`config.mk`:
```
export PLATFORM = sky130hd
export DESIGN_NAME = prio_irq_arbiter
export DESIGN_NICKNAME = d
export VERILOG_FILES = /design/src/rtl/irq_arb_pkg.sv /design/src/rtl/irq_prio_regs.sv /design/src/rtl/irq_req_sample.sv /design/src/rtl/irq_select.sv /design/src/rtl/irq_commit.sv /design/src/rtl/prio_irq_arbiter.sv
export SDC_FILE = /design/constraint.sdc
export NUM_CORES = 1
export LEC_CHECK = 0
export ABC_AREA = 1
export BUFFER_PORTS_ARGS = -buffer_cell sky130_fd_sc_hd__buf_2
export CAP_MARGIN = 20
export CORE_MARGIN = 5
export CORE_UTILIZATION = 60
export CTS_BUF_LIST = sky130_fd_sc_hd__clkbuf_8
export DETAILED_ROUTE_END_ITERATION = 8
export PLACE_DENSITY = 0.79
export RECOVER_POWER = 25
export SYNTH_ARGS = -nofsm -noshare
export SYNTH_HDL_FRONTEND = slang
export SYNTH_HIERARCHICAL = 1
export SYNTH_SLANG_ARGS = --single-unit
```
`constraint.sdc`:
```
create_clock -name clk -period 23.6 [get_ports clk]
set_clock_uncertainty 0.1 [all_clocks]
set_input_delay 1.18 -clock clk [delete_from_list [all_inputs] [get_ports clk]]
set_output_delay 1.18 -clock clk [all_outputs]
set_load 0.005 [all_outputs]
```
`src/rtl/irq_arb_pkg.sv`:
```
// Package: shared types for the interrupt request arbiter.
// Assumes: nothing beyond IEEE 1800-2017.
package irq_arb_pkg;

    // Handshake state of the processor-side offer.
    typedef enum logic {
        OFFER_IDLE = 1'b0,
        OFFER_HELD = 1'b1
    } offer_state_e;

endpackage

```
`src/rtl/irq_prio_regs.sv`:
```
// Module: irq_prio_regs
// Holds one priority value per request line, written through a single
// strobe/index/data port. Assumes the index is in range when it matters;
// writes with an index beyond the last line are dropped.
module irq_prio_regs #(
    parameter int NUM_SRC = 16,
    parameter int PRIO_W  = 4,
    localparam int IDX_W  = (NUM_SRC > 1) ? $clog2(NUM_SRC) : 1
) (
    input  logic              clk,
    input  logic              rst_n,
    input  logic              wr_en,
    input  logic [IDX_W-1:0]  wr_idx,
    input  logic [PRIO_W-1:0] wr_val,
    output logic [PRIO_W-1:0] prio [NUM_SRC]
);

    for (genvar g = 0; g < NUM_SRC; g++) begin : g_line
        // Per-line priority register, cleared by reset, loaded on a matching write.
        always_ff @(posedge clk) begin
            if (!rst_n) begin
                prio[g] <= '0;
            end else if (wr_en && (wr_idx == IDX_W'(g))) begin
                prio[g] <= wr_val;
            end
        end
    end

    // a write lands in the addressed line on the following cycle.
    a_r10_write_lands: assert property (@(posedge clk) disable iff (!rst_n)
        (wr_en && (int'(wr_idx) < NUM_SRC)) |=> (prio[$past(wr_idx)] == $past(wr_val)));

endmodule

```
`src/rtl/irq_req_sample.sv`:
```
// Module: irq_req_sample
// First pipeline stage: registers the raw request lines once per cycle.
// Assumes the lines are synchronous to clk.
module irq_req_sample #(
    parameter int NUM_SRC = 16
) (
    input  logic               clk,
    input  logic               rst_n,
    input  logic [NUM_SRC-1:0] req_in,
    output logic [NUM_SRC-1:0] req_q
);

    // Capture every line each cycle; reset clears the captured set.
    always_ff @(posedge clk) begin
        if (!rst_n) begin
            req_q <= '0;
        end else begin
            req_q <= req_in;
        end
    end

endmodule

```
`src/rtl/irq_select.sv`:
```
// Module: irq_select
// Second pipeline stage: finds the pending line with the largest nonzero
// priority, with the lowest index winning ties, and registers the result.
// Assumes priorities are stable or change only through the config port.
module irq_select #(
    parameter int NUM_SRC = 16,
    parameter int PRIO_W  = 4,
    localparam int IDX_W  = (NUM_SRC > 1) ? $clog2(NUM_SRC) : 1
) (
    input  logic               clk,
    input  logic               rst_n,
    input  logic [NUM_SRC-1:0] req_q,
    input  logic [PRIO_W-1:0]  prio [NUM_SRC],
    output logic               sel_valid,
    output logic [IDX_W-1:0]   sel_idx,
    output logic [PRIO_W-1:0]  sel_prio
);

    logic [PRIO_W-1:0] best_prio;
    logic [IDX_W-1:0]  best_idx;

    // Scan from the top index down; ">=" lets a lower index take over a tie.
    always_comb begin
        best_prio = '0;
        best_idx  = '0;
        for (int i = NUM_SRC - 1; i >= 0; i--) begin
            if (req_q[i] && (prio[i] != '0) && (prio[i] >= best_prio)) begin
                best_prio = prio[i];
                best_idx  = IDX_W'(i);
            end
        end
    end

    // Register the winner so the compare stage sees a settled value.
    always_ff @(posedge clk) begin
        if (!rst_n) begin
            sel_valid <= 1'b0;
            sel_idx   <= '0;
            sel_prio  <= '0;
        end else begin
            sel_valid <= (best_prio != '0);
            sel_idx   <= best_idx;
            sel_prio  <= best_prio;
        end
    end

endmodule

```
`src/rtl/irq_commit.sv`:
```
// Module: irq_commit
// Third stage and handshake: offers the registered winner to the processor
// when it beats the current priority, freezes the offer until acknowledge,
// then loads the current priority. Assumes acknowledge is only meaningful
// while an offer is held; otherwise it is ignored.
module irq_commit
    import irq_arb_pkg::*;
#(
    parameter int NUM_SRC = 16,
    parameter int PRIO_W  = 4,
    localparam int IDX_W  = (NUM_SRC > 1) ? $clog2(NUM_SRC) : 1
) (
    input  logic              clk,
    input  logic              rst_n,
    input  logic              sel_valid,
    input  logic [IDX_W-1:0]  sel_idx,
    input  logic [PRIO_W-1:0] sel_prio,
    input  logic              ack,
    output logic              irq_o,
    output logic [IDX_W-1:0]  vec_o,
    output logic [PRIO_W-1:0] cur_o
);

    offer_state_e      state_q;
    logic [IDX_W-1:0]  vec_q;
    logic [PRIO_W-1:0] prio_q;
    logic [PRIO_W-1:0] cur_q;
    logic              take;

    // A new offer is taken only from idle and only if strictly more urgent.
    always_comb begin
        take = (state_q == OFFER_IDLE) && sel_valid && (sel_prio > cur_q);
    end

    // Offer state, frozen vector/priority and the current-priority register.
    always_ff @(posedge clk) begin
        if (!rst_n) begin
            state_q <= OFFER_IDLE;
            vec_q   <= '0;
            prio_q  <= '0;
            cur_q   <= '0;
        end else begin
            case (state_q)
                OFFER_IDLE: begin
                    if (take) begin
                        state_q <= OFFER_HELD;
                        vec_q   <= sel_idx;
                        prio_q  <= sel_prio;
                    end
                end
                OFFER_HELD: begin
                    if (ack) begin
                        state_q <= OFFER_IDLE;
                        cur_q   <= prio_q;
                    end
                end
                default: state_q <= OFFER_IDLE;
            endcase
        end
    end

    // Drive the processor-side outputs from the held state.
    always_comb begin
        irq_o = (state_q == OFFER_HELD);
        vec_o = vec_q;
        cur_o = cur_q;
    end

    // a fresh offer is always strictly above the current priority.
    a_r6_strictly_higher: assert property (@(posedge clk) disable iff (!rst_n)
        $rose(irq_o) |-> (prio_q > cur_q));

    // an unacknowledged offer persists with an unchanged vector.
    a_r7_offer_held: assert property (@(posedge clk) disable iff (!rst_n)
        (irq_o && !ack) |=> (irq_o && $stable(vec_o)));

    // acknowledge withdraws the offer on the next cycle.
    a_r9_ack_drops: assert property (@(posedge clk) disable iff (!rst_n)
        (irq_o && ack) |=> !irq_o);

    // acknowledge loads the delivered priority.
    a_r9_cur_loaded: assert property (@(posedge clk) disable iff (!rst_n)
        (irq_o && ack) |=> (cur_o == $past(prio_q)));

    // acknowledge with no offer leaves the current priority alone.
    a_r11_idle_ack: assert property (@(posedge clk) disable iff (!rst_n)
        (!irq_o && ack) |=> $stable(cur_o));

endmodule

```
`src/rtl/prio_irq_arbiter.sv`:
```
// Module: prio_irq_arbiter (top)
// Three-stage prioritized interrupt arbiter: sample, select, commit.
// Assumes all inputs are synchronous to clk; reset is synchronous, active low.
module prio_irq_arbiter #(
    parameter int NUM_SRC = 16,
    parameter int PRIO_W  = 4,
    localparam int IDX_W  = (NUM_SRC > 1) ? $clog2(NUM_SRC) : 1
) (
    input  logic               clk,
    input  logic               rst_n,
    input  logic [NUM_SRC-1:0] src_req,
    input  logic               cfg_we,
    input  logic [IDX_W-1:0]   cfg_idx,
    input  logic [PRIO_W-1:0]  cfg_prio,
    input  logic               cpu_ack,
    output logic               cpu_irq,
    output logic [IDX_W-1:0]   cpu_vec,
    output logic [PRIO_W-1:0]  cur_prio
);

    logic [PRIO_W-1:0]  prio [NUM_SRC];
    logic [NUM_SRC-1:0] req_q;
    logic               sel_valid;
    logic [IDX_W-1:0]   sel_idx;
    logic [PRIO_W-1:0]  sel_prio;

    irq_prio_regs #(.NUM_SRC(NUM_SRC), .PRIO_W(PRIO_W)) u_regs (
        .clk    (clk),
        .rst_n  (rst_n),
        .wr_en  (cfg_we),
        .wr_idx (cfg_idx),
        .wr_val (cfg_prio),
        .prio   (prio)
    );

    irq_req_sample #(.NUM_SRC(NUM_SRC)) u_sample (
        .clk    (clk),
        .rst_n  (rst_n),
        .req_in (src_req),
        .req_q  (req_q)
    );

    irq_select #(.NUM_SRC(NUM_SRC), .PRIO_W(PRIO_W)) u_select (
        .clk       (clk),
        .rst_n     (rst_n),
        .req_q     (req_q),
        .prio      (prio),
        .sel_valid (sel_valid),
        .sel_idx   (sel_idx),
        .sel_prio  (sel_prio)
    );

    irq_commit #(.NUM_SRC(NUM_SRC), .PRIO_W(PRIO_W)) u_commit (
        .clk       (clk),
        .rst_n     (rst_n),
        .sel_valid (sel_valid),
        .sel_idx   (sel_idx),
        .sel_prio  (sel_prio),
        .ack       (cpu_ack),
        .irq_o     (cpu_irq),
        .vec_o     (cpu_vec),
        .cur_o     (cur_prio)
    );

endmodule

```
* Word-level counts from Yosys, hierarchy flattened
Cells that the tools add are included.
** Operators by class
- Magnitude comparators :: 17
- Equality and inequality tests :: 15
- Muxes and demuxes :: 34
- Bitwise operators :: 2
- Reduce and logical (&&, ||, !) cells :: 74
** Operator list (count)
- 4-bit 2-to-1 mux :: 24
- 4-bit nonzero test :: 17
- 4-bit >= comparator :: 15
- 1-bit logical AND :: 50
- 4-bit equality test (second input constant) :: 8
- 4-bit by 3-bit equality test with 1-bit output (second input constant) :: 4
- 3-bit 2-to-1 mux :: 4
- 9-bit OR reduction :: 1
- 4-bit by 2-bit equality test with 1-bit output (second input constant) :: 2
- 5-bit OR reduction :: 1
- 4-bit by 1-bit equality test with 1-bit output (second input constant) :: 1
- 4-bit by 1-bit >= comparator with 1-bit output (second input constant) :: 1
- 4-bit greater-than comparator :: 1
- 4-bit zero test :: 1
- 2-bit 2-to-1 mux :: 2
- 2-bit AND reduction :: 2
- 1-bit 2-to-1 mux :: 3
- 3-bit OR reduction :: 1
- 1-bit NOT :: 2
- 1-bit case mux with 2 select lines :: 1
- 2-bit OR reduction :: 1
** Word-level totals
- Flip-flop bits (word level) :: 102
- Input port bits :: 28
- Output and inout bits :: 9
- Logic and storage cells :: 169

* Longest topological paths before layout
- Depth in word-level cells :: 50
- Mapped depth :: 171
- Depth with buffers taken out :: 170

* Modules after synthesis
Netlist, hierarchy kept.
** By module, submodules not included
- irq_select :: times used 1, cells each 493, area an instance 3039.2 µm²
- irq_prio_regs :: times used 1, cells each 375, area an instance 2590.0 µm²
- irq_commit :: times used 1, cells each 91, area an instance 671.9 µm²
- irq_req_sample :: times used 1, cells each 50, area an instance 484.2 µm²

* Worst setup path after synthesis
OpenSTA, ideal clock, no wires.
- Kind :: register to register
- Start point :: register u_regs/prio[0] in the netlist's numbering
- End point :: register u_select.sel_idx[3]
- Library setup time :: 0.092 ns
- Arrival :: 16.921 ns
- Setup slack :: 6.487 ns
- Stages on the path, launching flop included :: 153
- Path buffers :: 1
- Clock period less this slack :: 17.113 ns
- Cells stage by stage :: dfxtp_1 -> nor2_1 -> a21boi_4 -> nand2_1 -> ha_1 -> nand2_1 -> inv_1 -> nand2_1 -> nand3_1 -> nand2_2 -> o21ai_0 -> ha_1 -> o21ai_1 -> nand2_1 -> o21ai_0 -> inv_2 -> nand2_2 -> nand2_4 -> [117 not listed] -> o21a_1 -> o21a_1 -> o21ai_0 -> inv_1 -> nand2_1 -> nand3_1 -> and2_1 -> ha_1 -> a21boi_0 -> o21a_1 -> o21a_1 -> o21ai_0 -> inv_1 -> nand2_1 -> inv_1 -> nor2_1 -> nand2_1 -> nor4_1
** On the way
- Longest elaborated chain between the ends :: 49
- Elaborated cells on any way between the ends :: 58
- Those cells by class :: 16 x order compare; 23 x mux; 19 x reduce/logical
** Ends and longest elaborated chain
- from (decl) :: line irq_prio_regs.sv:15 : output logic [PRIO_W-1:0] prio [NUM_SRC]
- from (signal, indexed assignment) :: line irq_prio_regs.sv:24 : prio[g] <= wr_val;
- branches (longest 49 deep; another with 4-bit by 1-bit >= comparator with 1-bit output)
- to (signal assigned) :: line irq_select.sv:42 : sel_idx <= best_idx;
- to (decl) :: line irq_select.sv:15 : output logic [IDX_W-1:0] sel_idx,
Several ways; the timed one is not identified.
A chain may end at the register's enable or synchronous reset.

* Worst setup path after layout
Same ends and word-level chain as after synthesis.

==> out/results.ini <==
[status]
status=complete, but fails checks
violations=capacitance limit, slew limit

[clock_network]
h-tree-depth=3
cts.clk_slew.worst_paths_ns=0.10
ctsResizeCount=0
hold_buffers=0
clockRootBuffer=clkbuf_8
cts_sinks=102
clk_path_buf_depth=2
postCtsSetupBuffers=0
cts_buffers=9
clock_latency_ns=0.39
cts_tree=built

[worst_setup_path]
r2r_end=u_select/sel_idx[3]
cp_data_arrival_time_ns=19.54
crit_type=reg -> reg
reg2reg_depth=152
r2r-start=u_regs/prio[0]
ff2ff_setup_slack_ns=4.25
cp-end-kind=register
cp.required_ns=23.79
max_stage_delay_ns=0.37
start_kind=register
critical-path-slowest-cell=dfxtp_1
path_max_fanout=11

[min_path]
hold_end=u_commit/cur_o[0]
min_from=u_commit/prio_q[0]
hold_depth=2
min_path_type=reg -> reg

[logic_synthesis]
synth_common_cells=nand2_1 (265), nor2_1 (151), inv_1 (140)
ys_types=39
synth-seq-cells=102
synth_edf_count=0
synth_top_area_share=0.3009
ys_async_sr_fraction=0
synth.largest_area_cell=dfxtp_1
seq_area_frac_synth=0.3009
synth_area_per_cell_um2=6.725
netlist_top_cells_area=dfxtp_1 (30%), nand2_1 (15%), ha_1 (9.2%)
synthFlopType=dfxtp_1
synth_area_um2=6785
ys_warn_count=6
synth.most_common_cell=nand2_1
synth_nets=1087
syn_inst=1009

[routing]
via_count=5915
drcViolationCount=0
drt_iter0_drc=437
first_pass_iters=7
postRouteWirelength_um=13860
routedWlPerCell_um=11.72
ant_nets=0
vias_per_cell=5.000

[floorplan]
num_rows=38
num_io_pins=37
die_w_um=116.3
start_util=0.6178
chipHeight_um=116.3
core_um2=10980
fp.dieArea_um2=13540

[flow_run]
drv_cap=1

[power]
irDropWorstVdd_v=0.00005401
switchingPower_mw=0.1410
p_int_mw=0.2764
pwr-share-comb=0.283
pwr-share-clk=0.268
switching_share=0.3378
finalPower_mw=0.4174
power.density_nw_per_um2=57.90
p_leak_nw=3.373
pwr-share-seq=0.449

[timing]
tns_ns=0
layout_min_cycle_time_ns=19.35
setup_viol=0
layout_setup_ws_ns=4.248
timing.final.crit_share=0.8200
hold_viol_final=0
worst_slew_pin_slew_ns=4.100
slew_headroom=-1.733
rsz0062_at_grt=false
fmax_ghz=0.05167
slew_viol_final=94

[place]
portBuffers=36
place_congestion=0.8307
dpl.hpwl_um=10280
place_ws_ns=4.347

[global_routing]
grt_max_degree=94
grt_overflow=0
grt_pass1_wl_um=23880
antenna_found_initial=0
track_usage=0.2171
grt_pass1_vias=5328

[layout]
drive_gt1_frac=0.1524
antenna_cells=0
final_nets=1116
area_growth_pct=6.251
multi_input_area_um2=4076
seq_area_um2=2042
fillers=1014

==> routing by layer <==
layer	global-route usage	part of all wire	vias to the layer above
met3	0.04663	0.038	9
met5	0	0	-
met1	0.2879	0.49	2617
met4	0.05182	0.011	0
met2	0.3619	0.46	72
li1	-	-	3217
==> power groups by stage <==
stage	Clock, mW	Sequential (mW)	Combinational [mW]
2_1_floorplan	0	0.190	0.0985
3_3_place_gp	0	0.191	0.114
3_5_place_dp	0	0.191	0.117
4_1_cts	0.115	0.187	0.117
5_1_grt	0.123	0.189	0.136
6_report	0.112	0.187	0.118
==> stage by stage <==
stage / instances / hold WS (ns) / instance area, um2 / utilization
3_3_place_gp: 1167 / 0.3554 / 7017 / 0.6389
4_1_cts: 1183 / 0.3845 / 7213 / 0.6568
3_5_place_dp: 1167 / 0.3626 / 7017 / 0.6389
6_report: 1183 / 0.3796 / 7209 / 0.6564
2_1_floorplan: 1009 / 0.3458 / 6785 / -
5_1_grt: 1183 / 0.4102 / 7209 / 0.6564
==> kinds of logic after synthesis <==
logic type | after synthesis | share of synthesized area
simple gates | 590 | 0.4156
compound gates | 105 | 0.09294
fa+ha+maj | 50 | 0.09220
flops | 102 | 0.3009
buf+inv | 162 | 0.09828
==> layout make-up <==
| cell class | count | share of cell area |
|---|---|---|
| multi-input combinational | 745 | 0.5654 |
| sequential | 102 | 0.2832 |
| inverter | 144 | 0.07497 |
| timing repair buffer | 36 | 0.02482 |
| tap | 140 | 0.02430 |
| clock buffer | 9 | 0.01718 |
| clock inverter | 7 | 0.01007 |
==> how the worst max path moves through the flow <==
stage | startpoint | slack (ns) | to
after global routing | u_regs/prio[0] | 1.68 | u_select/sel_idx[3]
after global placement | u_regs/prio[0] | 4.69 | u_select/sel_idx[3]
final | u_regs/prio[0] | 4.25 | u_select/sel_idx[3]
after floorplan | u_regs/prio[0] | 6.49 | u_select/sel_idx[3]
after detailed placement | u_regs/prio[0] | 4.35 | u_select/sel_idx[3]
after CTS | u_regs/prio[0] | 4.24 | u_select/sel_idx[3]
==> sequential cells by signal (all words and copies together), names as in the netlist <==
name and flops:
u_select/sel_prio 4, u_commit/vec_o 4, u_commit/cur_o 4, u_regs/prio 64
u_select/sel_valid 1, u_commit/irq_o 1, u_select/sel_idx 4, u_sample/req_q 16
u_commit/prio_q 4
==> worst max-delay path, delay by kind of cell, from the launching register on <==
kind            cells  cell delay, ns
flops               1            0.37
compound gates     41            6.03
simple gates       78            7.34
buf+inv            18            1.24
fa+ha+maj          15            4.06
==> placed cells by master, fill, tap and decap left out, types with 10 or more instances in the layout <==
cell type and n:
ha_1 50, nand2_2 40, nand2_1 265, nor2_4 12, a21oi_1 18, nand3_1 56, inv_1 140, nor2_1 151
nand2_4 26, dfxtp_1 102, nand3_2 10, buf_2 35, o21ai_0 53
(Power assumes the default switching activity.)
